$ cat config.mk
export PLATFORM = sky130hd
export DESIGN_NAME = adc_conv_sequencer
export DESIGN_NICKNAME = d
export VERILOG_FILES = /design/src/rtl/adc_conv_sequencer.sv
export SDC_FILE = /design/constraint.sdc
export NUM_CORES = 1
export LEC_CHECK = 0
export ABC_AREA = 1
export BUFFER_PORTS_ARGS = -buffer_cell sky130_fd_sc_hd__buf_4
export CELL_PAD_IN_SITES_DETAIL_PLACEMENT = 1
export CELL_PAD_IN_SITES_GLOBAL_PLACEMENT = 1
export CORE_ASPECT_RATIO = 0.8
export CORE_MARGIN = 1
export CORE_UTILIZATION = 38
export CTS_CLUSTER_DIAMETER = 80
export DETAILED_ROUTE_END_ITERATION = 8
export PLACE_DENSITY = 0.84
export SKIP_LAST_GASP = 1
export SLEW_MARGIN = 15
export SYNTH_ARGS = -nofsm -noshare
export SYNTH_HDL_FRONTEND = slang
export SYNTH_SLANG_ARGS = --single-unit
$ cat constraint.sdc
create_clock -name clk -period 1.9 [get_ports clk]
set_clock_uncertainty 0.2 [all_clocks]
set_input_delay 0.57 -clock clk [delete_from_list [all_inputs] [get_ports clk]]
set_output_delay 0.57 -clock clk [all_outputs]
set_load 0.01 [all_outputs]
$ cat src/rtl/adc_conv_sequencer.sv
module adc_conv_sequencer #(
  parameter int CONV_CYC  = 625,
  parameter int ACQ4_CYC  = 188,
  parameter int ACQ8_CYC  = 344,
  parameter int PULSE_CYC = 13
) (
  input  logic        clk,
  input  logic        rst_n,
  input  logic        cmd_wr,
  input  logic [2:0]  cmd_chan,
  input  logic [1:0]  cmd_range,
  input  logic        cmd_single,
  input  logic [1:0]  spi_rate,
  input  logic        spi_busy,
  input  logic        conv_req,
  input  logic        err_clr,
  input  logic        rx_valid,
  input  logic [15:0] rx_data,
  output logic [7:0]  cmd_byte,
  output logic        cmd_launch,
  output logic        locked,
  output logic        cmd_err,
  output logic        conv_start,
  output logic        adc_busy,
  output logic [11:0] sample,
  output logic [2:0]  sample_chan,
  output logic        sample_valid
);
  localparam int ACQ_MAX = (ACQ8_CYC > ACQ4_CYC) ? ACQ8_CYC : ACQ4_CYC;
  localparam int AW = $clog2(ACQ_MAX + 1);
  localparam int CW = $clog2(CONV_CYC + 1);
  localparam int PW = $clog2(PULSE_CYC + 1);

  logic          lock_q, frame_pend, busy_d, pend_q, have_conv;
  logic [AW-1:0] acq_cnt;
  logic [CW-1:0] conv_cnt;
  logic [PW-1:0] pulse_cnt;
  logic [2:0]    conv_chan;
  logic [AW-1:0] acq_len;

  wire accept  = cmd_wr & ~locked;
  wire frame_end = busy_d & ~spi_busy;
  wire ready   = ~frame_pend & ~spi_busy & (acq_cnt == '0);
  wire new_req = conv_req & ~adc_busy;
  wire issue   = ready & (pend_q | new_req);

  assign conv_start = (pulse_cnt != '0);
  assign adc_busy   = pend_q | (conv_cnt != '0);
  assign locked     = lock_q | pend_q | conv_start;

  always_comb begin
    case (spi_rate)
      2'd0:    acq_len = '0;
      2'd1:    acq_len = AW'(ACQ4_CYC);
      default: acq_len = AW'(ACQ8_CYC);
    endcase
  end

  always_ff @(posedge clk) begin
    if (!rst_n) begin
      cmd_byte <= '0; cmd_launch <= 1'b0; lock_q <= 1'b0; cmd_err <= 1'b0;
      frame_pend <= 1'b0; busy_d <= 1'b0; acq_cnt <= '0; pend_q <= 1'b0;
      pulse_cnt <= '0; conv_cnt <= '0; have_conv <= 1'b0; conv_chan <= '0;
      sample <= '0; sample_chan <= '0; sample_valid <= 1'b0;
    end else begin
      cmd_launch <= accept;
      busy_d     <= spi_busy;
      if (accept) cmd_byte <= {cmd_single, cmd_chan[0], cmd_chan[2:1], cmd_range, 2'b00};

      if (pulse_cnt == PW'(1)) lock_q <= 1'b0;
      else if (accept)         lock_q <= 1'b1;

      if (cmd_wr && locked) cmd_err <= 1'b1;
      else if (err_clr)     cmd_err <= 1'b0;

      if (accept)         frame_pend <= 1'b1;
      else if (frame_end) frame_pend <= 1'b0;

      if (frame_end)          acq_cnt <= acq_len;
      else if (acq_cnt != '0) acq_cnt <= acq_cnt - 1'b1;

      if (issue)        pend_q <= 1'b0;
      else if (new_req) pend_q <= 1'b1;

      if (issue) begin
        pulse_cnt <= PW'(PULSE_CYC);
        conv_cnt  <= CW'(CONV_CYC);
        have_conv <= 1'b1;
        conv_chan <= {cmd_byte[5:4], cmd_byte[6]};
      end else begin
        if (pulse_cnt != '0) pulse_cnt <= pulse_cnt - 1'b1;
        if (conv_cnt != '0)  conv_cnt  <= conv_cnt - 1'b1;
      end

      sample_valid <= rx_valid & have_conv;
      if (rx_valid) begin
        sample      <= rx_data[15:4];
        sample_chan <= conv_chan;
      end
    end
  end

  assert_launch_single_R2: assert property (@(posedge clk) disable iff (!rst_n)
    cmd_launch |=> !cmd_launch);
  assert_launch_locks_R2: assert property (@(posedge clk) disable iff (!rst_n)
    cmd_launch |-> locked);
  assert_blocked_err_R3: assert property (@(posedge clk) disable iff (!rst_n)
    (cmd_wr && locked) |=> cmd_err);
  assert_cmd_held_R3: assert property (@(posedge clk) disable iff (!rst_n)
    (lock_q && $past(lock_q)) |-> $stable(cmd_byte));
  assert_busy_on_req_R6: assert property (@(posedge clk) disable iff (!rst_n)
    (conv_req && !adc_busy) |=> adc_busy);
  assert_no_start_in_frame_R7: assert property (@(posedge clk) disable iff (!rst_n)
    conv_start |-> !spi_busy);
  assert_start_after_idle_R5: assert property (@(posedge clk) disable iff (!rst_n)
    $rose(conv_start) |-> !$past(spi_busy));
  assert_busy_covers_pulse_R8: assert property (@(posedge clk) disable iff (!rst_n)
    conv_start |-> adc_busy);
endmodule

# Yosys cells after proc, flatten, opt, wreduce, memory -nomap -nowiden
# Index checks and enable logic that the tools add are counted.
op_classes:
  add_sub_neg: 3
  n_eq_ne: 2
  n_mux: 11
  bitwise_logic: 16
  n_reduce_logical: 13
ops:
  columns: ["operator", "n"]
  rows:
  - ["$mux 10", 2]
  - ["$mux 9", 2]
  - ["$pmux 9 s2", 1]
  - ["$reduce_bool 10->1", 1]
  - ["$reduce_bool 2->1", 5]
  - ["$sub 10x1->10 const B", 1]
  - ["$logic_not 9->1", 1]
  - ["$reduce_bool 9->1", 1]
  - ["$sub 9x1->9 const B", 1]
  - ["$mux 4", 2]
  - ["$and 1x1->1", 7]
  - ["$not 1->1", 5]
  - ["$eq 4x1->1 const B", 1]
  - ["$mux 1", 4]
  - ["$or 1x1->1", 4]
  - ["$reduce_bool 4->1", 1]
  - ["$reduce_or 2->1", 2]
  - ["$sub 4x1->4 const B", 1]
  - ["$eq 2x1->1 const B", 1]
  - ["$logic_not 2->1", 1]
  - ["$logic_and 1x1->1", 1]
word_totals:
  register_bits: 55
  inputBits: 31
  output_inout_bits: 29

# Logic depth before layout (Yosys ltp)
# Gate-level depths: netlist (run 1).
depth:
  ltp_word: 7
  depth_mapped: 9

# Worst setup path before layout (run 1)
# No wires, ideal clock.
synth_path:
  path_type: "register -> output"
  start: "register conv_cnt[0]"
  end: "output adc_busy"
  arrival_ns: 1.131
  setup_slack_ns: -0.001
  stages_incl_launch_ff: 7
  path_buffers: 0
  path_cell_list: "dfxtp_1 -> clkinv_1 -> ha_1 -> nand2_4 -> nor2_1 -> and2_1 -> nand2_1"
synth_via:
  elab_chain_len: 2
synth_lines:
  columns: ["item", "line", "text"]
  rows:
  - ["start: declaration", "36", "logic [CW-1:0] conv_cnt;"]
  - ["start signal: assignment", "87", "conv_cnt <= CW'(CONV_CYC);"]
  - ["start signal: assignment", "92", "if (conv_cnt != '0) conv_cnt <= conv_cnt - 1'b1;"]
  - ["$reduce_bool 10->1", "48", "assign adc_busy = pend_q | (conv_cnt != '0);"]
  - ["$or 1x1->1", "48", null]
  - ["end: declaration", "24", "output logic adc_busy,"]
# Every way passes these cells.

# Worst setup path after layout (run 1)
layout_path:
  start: "register conv_cnt[2]"
  end: "output adc_busy"
# The elaborated chain is that of the path after synthesis.

==> flow_summary.toml, run 1 <==
[worst_hold_path]
hold_path.class = "input port to register"

[sta]
hold_ws_ps = 254
relSlewSlack = 0.617
slew_violations = 0
hold_viol_final = 0
setup_viol = 4
worst_slew_pin_slew_ps = 573
fin_ws_ps = -191
setup-tns-final_ps = -513
rsz0062_at_grt = "true"
fin_crit_sh = 1.10
fmax_mhz = 478
fin_crit_ps = 2090

[critical_path]
cp_max_fo = 3
critical_path_required_ps = 1130
start_kind = "register"
arrival_ps = 1320
path_delay_family = "simple AND/OR/NAND/NOR gates"
slowest_stage = "dfxtp_2"
endpoint_kind = "primary output"
critPathMaxStageDelay_ps = 370
critPathKind = "register to primary output"
worstPathBufferInverterCount = 1
path_cells = "nor2_4 > nand2_4 > nor2_2 > and2_4 > nand2_2 > buf_6"

[drt]
drc = 0
drtPass1Iterations = 4
ant_nets = 0
drt-wirelength-per-cell_um = 17.3
detailedRoute.firstIterationViolations = 98
vias_per_cell = 5.05
wirelength_mm = 8.39
num_vias = 2447

[synthesis]
yosysSeqAreaShare = 0.451
syn_inst = 324
ys_types = 30
synth_warnings = 0
avgSynthCellArea_um2 = 7.53
ys_ff_latch = 55
synth_area_um2 = 2440

[finish]
num-fill-cells = 745
nNetsFinal = 440
diodes = 0
area_delta_synth_final_pct = 36.3
final_util = 0.551
drive_above_1_share = 0.347

[run_status]
violations = "negative setup slack"
status = "complete, but fails checks"

[placed_design]
gp_congestion = 0.798
dp_slack_ps = 19.6
hpwl_mm = 5.14
port_buffers = 53

[clocking]
numCtsBuffers = 5
clk_pin_slew_ps = 100
cts_sinks = 55
ctsHtreeMaxLevel = 2
ctsRootBufferMaster = "clkbuf_8"
cts_tree = "built"
clock_latency_ps = 330
clockBufferDepth = 2

[die]
die_w_um = 91.6
start_util = 0.404
die_y_um = 73.7
rows = 25
core_area_um2 = 6040
ios = 60
die_area_um2 = 6750

[global_routing]
grt_max_degree = 29
grt_pass1_vias = 2506
grt_pass1_wl_mm = 11.6
antenna_found_initial = 0
overflow = 0
grt_use_total = 0.223

[power]
share_comb_of_total_power = 0.567
p_sw_frac = 0.437
p_sw_w = 0.00241
p_int_w = 0.00311
p_per_area_nw_per_um2 = 1660
ir_drop_v = 0.000766
power_frac_seq = 0.311
power_leakage_nw = 1.54
power.clock.fraction = 0.121

[flow_run]
maxCapViolCount = 0
[cell usage after synthesis, drive strengths merged]
| library cell | number | share of area |
|---|---|---|
| nor2 | 74 | 0.13 |
| dfxtp | 55 | 0.45 |
| nand2 | 43 | 0.081 |
| inv | 33 | 0.051 |
| o21ai | 30 | 0.062 |
| a21oi | 28 | 0.062 |
| nand3 | 20 | 0.045 |
| clkbuf | 5 | 0.0077 |
| ha | 5 | 0.026 |
| xor2 | 5 | 0.018 |
| buf | 4 | 0.010 |
| nor3 | 4 | 0.0082 |
| or2 | 4 | 0.010 |
| clkinv | 3 | 0.0046 |
| nand4 | 3 | 0.0077 |
| mux2i | 2 | 0.0082 |
| a21boi | 1 | 0.0031 |
| a31o | 1 | 0.0036 |
| and2 | 1 | 0.0026 |
| conb | 1 | 0.0015 |
| o211ai | 1 | 0.0031 |
| xnor2 | 1 | 0.0036 |
[registers in the layout, summed over array words and instances (netlist names), 3 cells and up]
register / flops
sample_chan: 3
conv_cnt: 10
acq_cnt: 9
pulse_cnt: 4
cmd_byte: 6
sample: 12
conv_chan: 3
[path summary, 6_finish.rpt]
path,start,end,slack (ps),cells after the start
worst min-delay path,rx_data[8],sample[4]$_SDFFE_PN0P_,250,3
worst max-delay path,conv_cnt[2]$_SDFFE_PP0P_,adc_busy,-190,6
worst min register to register,have_conv$_SDFFE_PN0P_,sample_valid$_SDFF_PN0_,280,2
worst max register to register,conv_cnt[1]$_SDFFE_PP0P_,conv_cnt[9]$_SDFFE_PN0P_,-80,8
[logic make-up (layout without fill, tap and decap cells)]
logic type      Yosys count  in the layout  share of synthesized area
compound gates           61             61                      0.133
xor+xnor                  6              6                     0.0215
fa+ha+maj                 5              5                     0.0256
buf+inv                  45            124                     0.0733
flops                    55             55                      0.451
mux                       2              2                    0.00820
other cells               1              2                    0.00154
simple gates            149            149                      0.285
[layout make-up]
class | count | area (µm²) | share of cell area
Multi-Input combinational cell | 225 | 1240 | 0.374
Sequential cell | 55 | 1120 | 0.337
Timing Repair Buffer | 81 | 636 | 0.191
Inverter | 36 | 140 | 0.0421
Tap cell | 81 | 101 | 0.0305
Clock buffer | 5 | 68.8 | 0.0207
Clock inverter | 2 | 16.3 | 0.00489
[placed cells by master, fill, tap and decap left out, types with 6 or more instances in the layout]
cell type,count
nor2_4,9
nand2_1,34
a21oi_1,25
o21ai_0,30
nand3_1,18
inv_1,28
nand2_4,6
dfxtp_1,44
dfxtp_2,9
buf_4,76
nor2_1,62
[worst register-to-register path, cell delays in order, from the launching register on]
cell and delay (ps):
dfxtp_2 340, buf_4 130, nor2_2 230, nand2_1 130, nor2_1 190, nand2_1 120
nand2_1 100, o21ai_0 160, a21oi_1 280
[power by group through the flow]
stage | Clock (W) | Combinational [W] | Sequential, W
CTS | 0.000679 | 0.00265 | 0.00169
global route | 0.000714 | 0.00338 | 0.00176
global placement | 0 | 0.00228 | 0.00166
floorplan | 0 | 0.00155 | 0.00168
detailed placement | 0 | 0.00243 | 0.00168
finish | 0.000670 | 0.00314 | 0.00172
[stage by stage]
step / power, W / instances / instance area, µm²
final: 0.00553 / 485 / 3330
after global routing: 0.00585 / 485 / 3330
after CTS: 0.00502 / 476 / 3200
after detailed placement: 0.00411 / 464 / 3010
after global placement: 0.00394 / 464 / 3010
after floorplan: 0.00323 / 325 / 2450
[layer usage]
metal,up-vias,global-route usage,share of wire
met1,1163,0.250,0.42
met4,0,0.0864,0.039
li1,1190,-,-
met2,69,0.413,0.50
met5,-,0,0
met3,25,0.0538,0.046
[timing repair]
item,4_1_cts,5_1_grt
setup endpoints to repair,3,19
setup buffers,5,9
hold buffers,0,0
pin swaps,7,14
gates resized for setup,23,18
Note: power is estimated with default switching activity, not from simulation.
==> run 2, diff against run 1 <==
Settings changed: GPL_TIMING_DRIVEN set to 0.
==> run 2 against run 1 <==
  * The run still ends with negative setup slack left
  * Worst hold slack better by 12 ps
  * Non-clock buffer count is 5 higher
  * Clock power up 22%
  * First-iteration DRC count down 12%
  * Die area unchanged
  * Critical path type unchanged
  * Highest routed layer unchanged
==> flow_summary.toml, run 2 (synthesis results as in run 1) <==
[global_routing]
grt_util_met1 = 0.265
grt_use_total = 0.231
overflow = 0
grt_pass1_wl_mm = 12.1
grt_pass1_vias = 2570
grt_max_degree = 18
grt.busiest_layer = "met2"
antenna_found_initial = 0
met2_usage = 0.418
use_met3 = 0.0569

[drt]
ant_nets = 0
num_vias = 2500
wirelength_mm = 8.04
drt-wirelength-per-cell_um = 16.4
drc = 0
drtPass1Iterations = 4
vias_per_cell = 5.09
detailedRoute.firstIterationViolations = 86

[power]
power.clock.fraction = 0.146
p_sw_w = 0.00237
p_int_w = 0.00324
power_leakage_nw = 1.56
power_frac_seq = 0.309
share_comb_of_total_power = 0.546
ir_drop_v = 0.000695
p_per_area_nw_per_um2 = 1660
p_sw_frac = 0.423
p_total_w = 0.00561

[worst_hold_path]
min_path_cells = 3
hold_path.class = "input port to register"
min_to = "sample[6]$_SDFFE_PN0P_"
holdCritStartpoint = "rx_data[10]"

[finish]
final_common_cell = "buf_4"
largest_reg_flops = 12
largest_register = "sample"
nNetsFinal = 445
area_delta_synth_final_pct = 38.2
design_area_um2 = 3370
drive_above_1_share = 0.339
diodes = 0
most-common-layout-cells = "74 x buf_4, 63 x nor2_1, 44 x dfxtp_1"
top_regs = "sample x12, conv_cnt x10, acq_cnt x9"

[placed_design]
hpwl_mm = 5.00
postPlaceCellArea_um2 = 2950
gp_congestion = 0.757
port_buffers = 53

[sta]
fmax_mhz = 472
fin_crit_ps = 2120
rsz0062_at_grt = "true"
relSlewSlack = 0.624
fin_ws_ps = -218
fin_crit_sh = 1.11
setup_viol = 8
slew_violations = 0
setup-tns-final_ps = -500
hold_viol_final = 0
hold_ws_ps = 266
worst_slew_pin_slew_ps = 564

[critical_path]
cp_max_fo = 2
endpoint_kind = "primary output"
timing.rr.start = "conv_cnt[1]$_SDFFE_PP0P_"
arrival_ps = 1350
r2r-end = "conv_cnt[1]$_SDFFE_PP0P_"
r2r_setup_slack_ps = -40
start_kind = "register"
critical_path_required_ps = 1130
critPathKind = "register to primary output"
rr_worst_depth = 11

[die]
die_y_um = 73.7
ios = 60
start_util = 0.404
rows = 25
core_area_um2 = 6040
die_w_um = 91.6
die_area_um2 = 6750

[clocking]
cts_tree = "built"
postCtsHoldBufs = 0
clockBufferDepth = 2
ctsHtreeMaxLevel = 2
ctsRootBufferMaster = "clkbuf_8"
cts_sinks = 55
clock_latency_ps = 320
clk_pin_slew_ps = 110
numCtsBuffers = 5

[run_status]
status = "complete, but fails checks"
violations = "negative setup slack"

[flow_run]
maxCapViolCount = 0
==> run 2: changes by cell type in the layout (fill, tap and decap cells not counted), moves of 2 or more <==
cell,before,now
clkbuf_1,0,6
nor2_2,3,1
dfxtp_2,9,7
buf_2,0,2
buf_4,76,74
dfxtp_4,2,4
==> run 2: layout make-up <==
| type | count | area, µm² |
|---|---|---|
| Fill cell | 749 | 2660 |
| Multi-Input combinational cell | 225 | 1250 |
| Sequential cell | 55 | 1120 |
| Timing Repair Buffer | 77 | 606 |
| Inverter | 36 | 140 |
| Tap cell | 81 | 101 |
| Clock buffer | 6 | 72.6 |
| Buffer | 9 | 43.8 |
| Clock inverter | 2 | 38.8 |
==> run 2: how the worst max path moves through the flow <==
stage | to | slack (ps) | from
after global routing | adc_busy | -260 | conv_cnt[1]$_SDFFE_PP0P_
after global placement | adc_busy | -130 | conv_cnt[0]$_SDFFE_PN0P_
after detailed placement | adc_busy | -170 | conv_cnt[0]$_SDFFE_PN0P_
after CTS | adc_busy | -180 | conv_cnt[1]$_SDFFE_PP0P_
after floorplan | adc_busy | 60 | conv_cnt[0]$_SDFFE_PN0P_
final | adc_busy | -220 | conv_cnt[1]$_SDFFE_PP0P_
==> run 2: repair_timing <==
| action | in CTS | in global routing |
|---|---|---|
| resized for setup | 37 | 7 |
| setup endpoints to repair | 14 | 25 |
| buffers inserted | 14 | 10 |
| pin swaps | 9 | 7 |
==> run 2: stage by stage <==
step / utilization / setup WS [ps] / instances
finish: 0.559 / -218 / 491
global route: 0.559 / -262 / 491
CTS: 0.544 / -185 / 481
detailed placement: 0.488 / -167 / 459
global placement: 0.488 / -135 / 459
floorplan: - / 56.9 / 325
==> run 2: layer usage <==
metal	vias up	share of wire	wire [µm]
li1	1198	-	-
met1	1212	0.42	3370
met2	67	0.50	4050
met4	0	0.029	237
met3	23	0.047	380
met5	-	0	0
==> run 2: power groups by stage <==
stage / registers [W] / clock network (W) / logic (W)
global route: 0.00176 / 0.000864 / 0.00333
detailed placement: 0.00168 / 0 / 0.00224
CTS: 0.00171 / 0.000822 / 0.00271
floorplan: 0.00168 / 0 / 0.00155
finish: 0.00173 / 0.000817 / 0.00306
global placement: 0.00166 / 0 / 0.00213
==> run 2: critical path: stages, from the launching register on <==
cell and delay [ps]:
dfxtp_2 350, inv_2 70, ha_4 140, nand2_4 60
nor2_4 80, and2_4 160, nand2_2 50, buf_6 120
==> run 3, diff against run 2 <==
==> constraint.sdc (replaced) <==
create_clock -name clk -period 1.9 [get_ports clk]
set_clock_uncertainty 0.2 [all_clocks]
set_input_delay 0.57 -clock clk [delete_from_list [all_inputs] [get_ports clk]]
set_output_delay 0.57 -clock clk [all_outputs]
set_load 0.05 [all_outputs]
==> run 3 against run 2 <==
  * The run still ends with negative setup slack left
  * Clock power increased by 0.6%
  * Total power is 8.1% higher
  * Global-route usage fell by 0.54 points
  * Critical path depth stayed put
  * Via count is 3.3% lower
  * First-iteration DRC count fell by 19%
  * Register-to-register slack improved by 60 ps
  * Sequential share of layout area down 0.53 points
  * Die area did not move
  * Fmax down 1.0%
  * Critical endpoint unchanged
==> flow_summary.toml, run 3 (synthesis results as in run 1) <==
[run_status]
status = "complete, but fails checks"
violations = "negative setup slack"

[placed_design]
place_inst = 459
gp_congestion = 0.804
port_buffers = 53
hpwl_mm = 4.95

[critical_path]
critPathKind = "register to primary output"
endpoint_kind = "primary output"
timing.rr.start = "conv_cnt[1]$_SDFFE_PP0P_"
path_cells = "clkinv_4 > ha_4 > nand2_4 > nor2_2 > and2_4 > nand2_4 > buf_8"
rr_worst_depth = 12
start_kind = "register"
slowest_stage = "dfxtp_2"
critical_path_required_ps = 1130
arrival_ps = 1370
critPathMaxStageDelay_ps = 350
cp_common_cell = "nand2_4"
r2r_setup_slack_ps = 20
r2r-end = "conv_chan[0]$_SDFFE_PN0P_"
cp_max_fo = 2

[sta]
hold_viol_final = 0
relSlewSlack = 0.588
rsz0062_at_grt = "true"
slew_violations = 0
fin_ws_ps = -240
fin_crit_ps = 2140
setup_viol = 3
hold_ws_ps = 263
fmax_mhz = 467
worst_slew_pin_slew_ps = 618
fin_crit_sh = 1.13

[finish]
area_delta_synth_final_pct = 39.7
largest_register = "sample"
stdcell_count = 491
final_util = 0.565
most-common-layout-cells = "74 x buf_4, 63 x nor2_1, 43 x dfxtp_1"
diodes = 0
drive_above_1_share = 0.351
top_regs = "sample x12, conv_cnt x10, acq_cnt x9"
final_common_cell = "buf_4"
nNetsFinal = 445
largest_reg_flops = 12

[global_routing]
overflow = 0
grt_max_degree = 17
grt_pass1_wl_mm = 11.8
grt_pass1_vias = 2369
grt_use_total = 0.226
antenna_found_initial = 0

[power]
p_per_area_nw_per_um2 = 1780
p_int_w = 0.00334
p_sw_frac = 0.450
p_total_w = 0.00607
ir_drop_v = 0.000955
share_comb_of_total_power = 0.582
power.clock.fraction = 0.135
power_frac_seq = 0.282
power_leakage_nw = 1.56
p_sw_w = 0.00273

[clocking]
ctsHtreeMaxLevel = 2
cts_sinks = 55
ctsRootBufferMaster = "clkbuf_8"
clk_pin_slew_ps = 90
clock_latency_ps = 320
postCtsHoldBufs = 0
clockBufferDepth = 2
cts_tree = "built"
numCtsBuffers = 5

[drt]
detailedRoute.firstIterationViolations = 70
num_vias = 2418
drt-wirelength-per-cell_um = 15.4
wirelength_mm = 7.57
drtPass1Iterations = 4
ant_nets = 0
vias_per_cell = 4.92
drc = 0

[worst_hold_path]
min_to = "sample_valid$_SDFF_PN0_"
hold_path.class = "register to register"
min_path_cells = 2
holdCritStartpoint = "have_conv$_SDFFE_PN0P_"

[die]
die_area_um2 = 6750
core_area_um2 = 6040
rows = 25
die_y_um = 73.7
start_util = 0.404
ios = 60
die_w_um = 91.6

[flow_run]
maxCapViolCount = 0
[run 3: worst max-delay path, delay by kind of cell (launching register included)]
kind,cells,cell delay (ps)
adders and majority gates,1,170
buffers and inverters,2,210
DFF,1,350
and+or+nand+nor,4,320
[run 3: final cells by class]
class	count	area (µm²)
inverters	36	140
fillers	755	2630
repair buffers	77	608
clock buffers	6	82.6
flip-flops and latches	55	1120
plain buffers	9	43.8
well taps	81	101
multi-input cells	225	1280
clock inverters	2	35.0
[run 3: how the worst max path moves through the flow]
stage / start / endpoint / depth (start not counted)
2_1_floorplan: conv_cnt[0]$_SDFFE_PN0P_ / adc_busy / 6
3_3_place_gp: conv_cnt[0]$_SDFFE_PN0P_ / adc_busy / 7
3_5_place_dp: conv_cnt[0]$_SDFFE_PN0P_ / adc_busy / 7
4_1_cts: conv_cnt[1]$_SDFFE_PP0P_ / adc_busy / 7
5_1_grt: conv_cnt[1]$_SDFFE_PP0P_ / adc_busy / 7
6_report: conv_cnt[0]$_SDFFE_PN0P_ / adc_busy / 7
[run 3: routing by layer]
layer  GRT usage  routed length [µm]  vias up  part of all wire
met3      0.0455                 328        9             0.043
met1       0.295                3460     1158              0.46
met5           0                   0        -                 0
met2       0.378                3650       53              0.48
li1            -                   -     1198                 -
met4      0.0741                 134        0             0.018
[run 3: through the flow]
stage	cell area [µm²]	setup TNS, ps	setup slack (ps)
2_1_floorplan	2460	-76.1	-76.1
5_1_grt	3410	-658	-285
3_3_place_gp	2960	-372	-316
4_1_cts	3260	-486	-241
6_report	3410	-479	-240
3_5_place_dp	2960	-445	-355
[run 3: power groups by stage]
stage | logic [W] | registers, W | clock network, W
global route | 0.00383 | 0.00174 | 0.000882
floorplan | 0.00175 | 0.00193 | 0
CTS | 0.00316 | 0.00169 | 0.000840
finish | 0.00353 | 0.00171 | 0.000822
detailed placement | 0.00269 | 0.00169 | 0
global placement | 0.00259 | 0.00167 | 0
[run 3: repair_timing]
| action | CTS | global route |
|---|---|---|
| gates cloned | 0 | 0 |
| setup endpoints to repair | 8 | 21 |
| gates resized for setup | 29 | 20 |
| pin swaps | 9 | 14 |
| setup buffers | 13 | 11 |
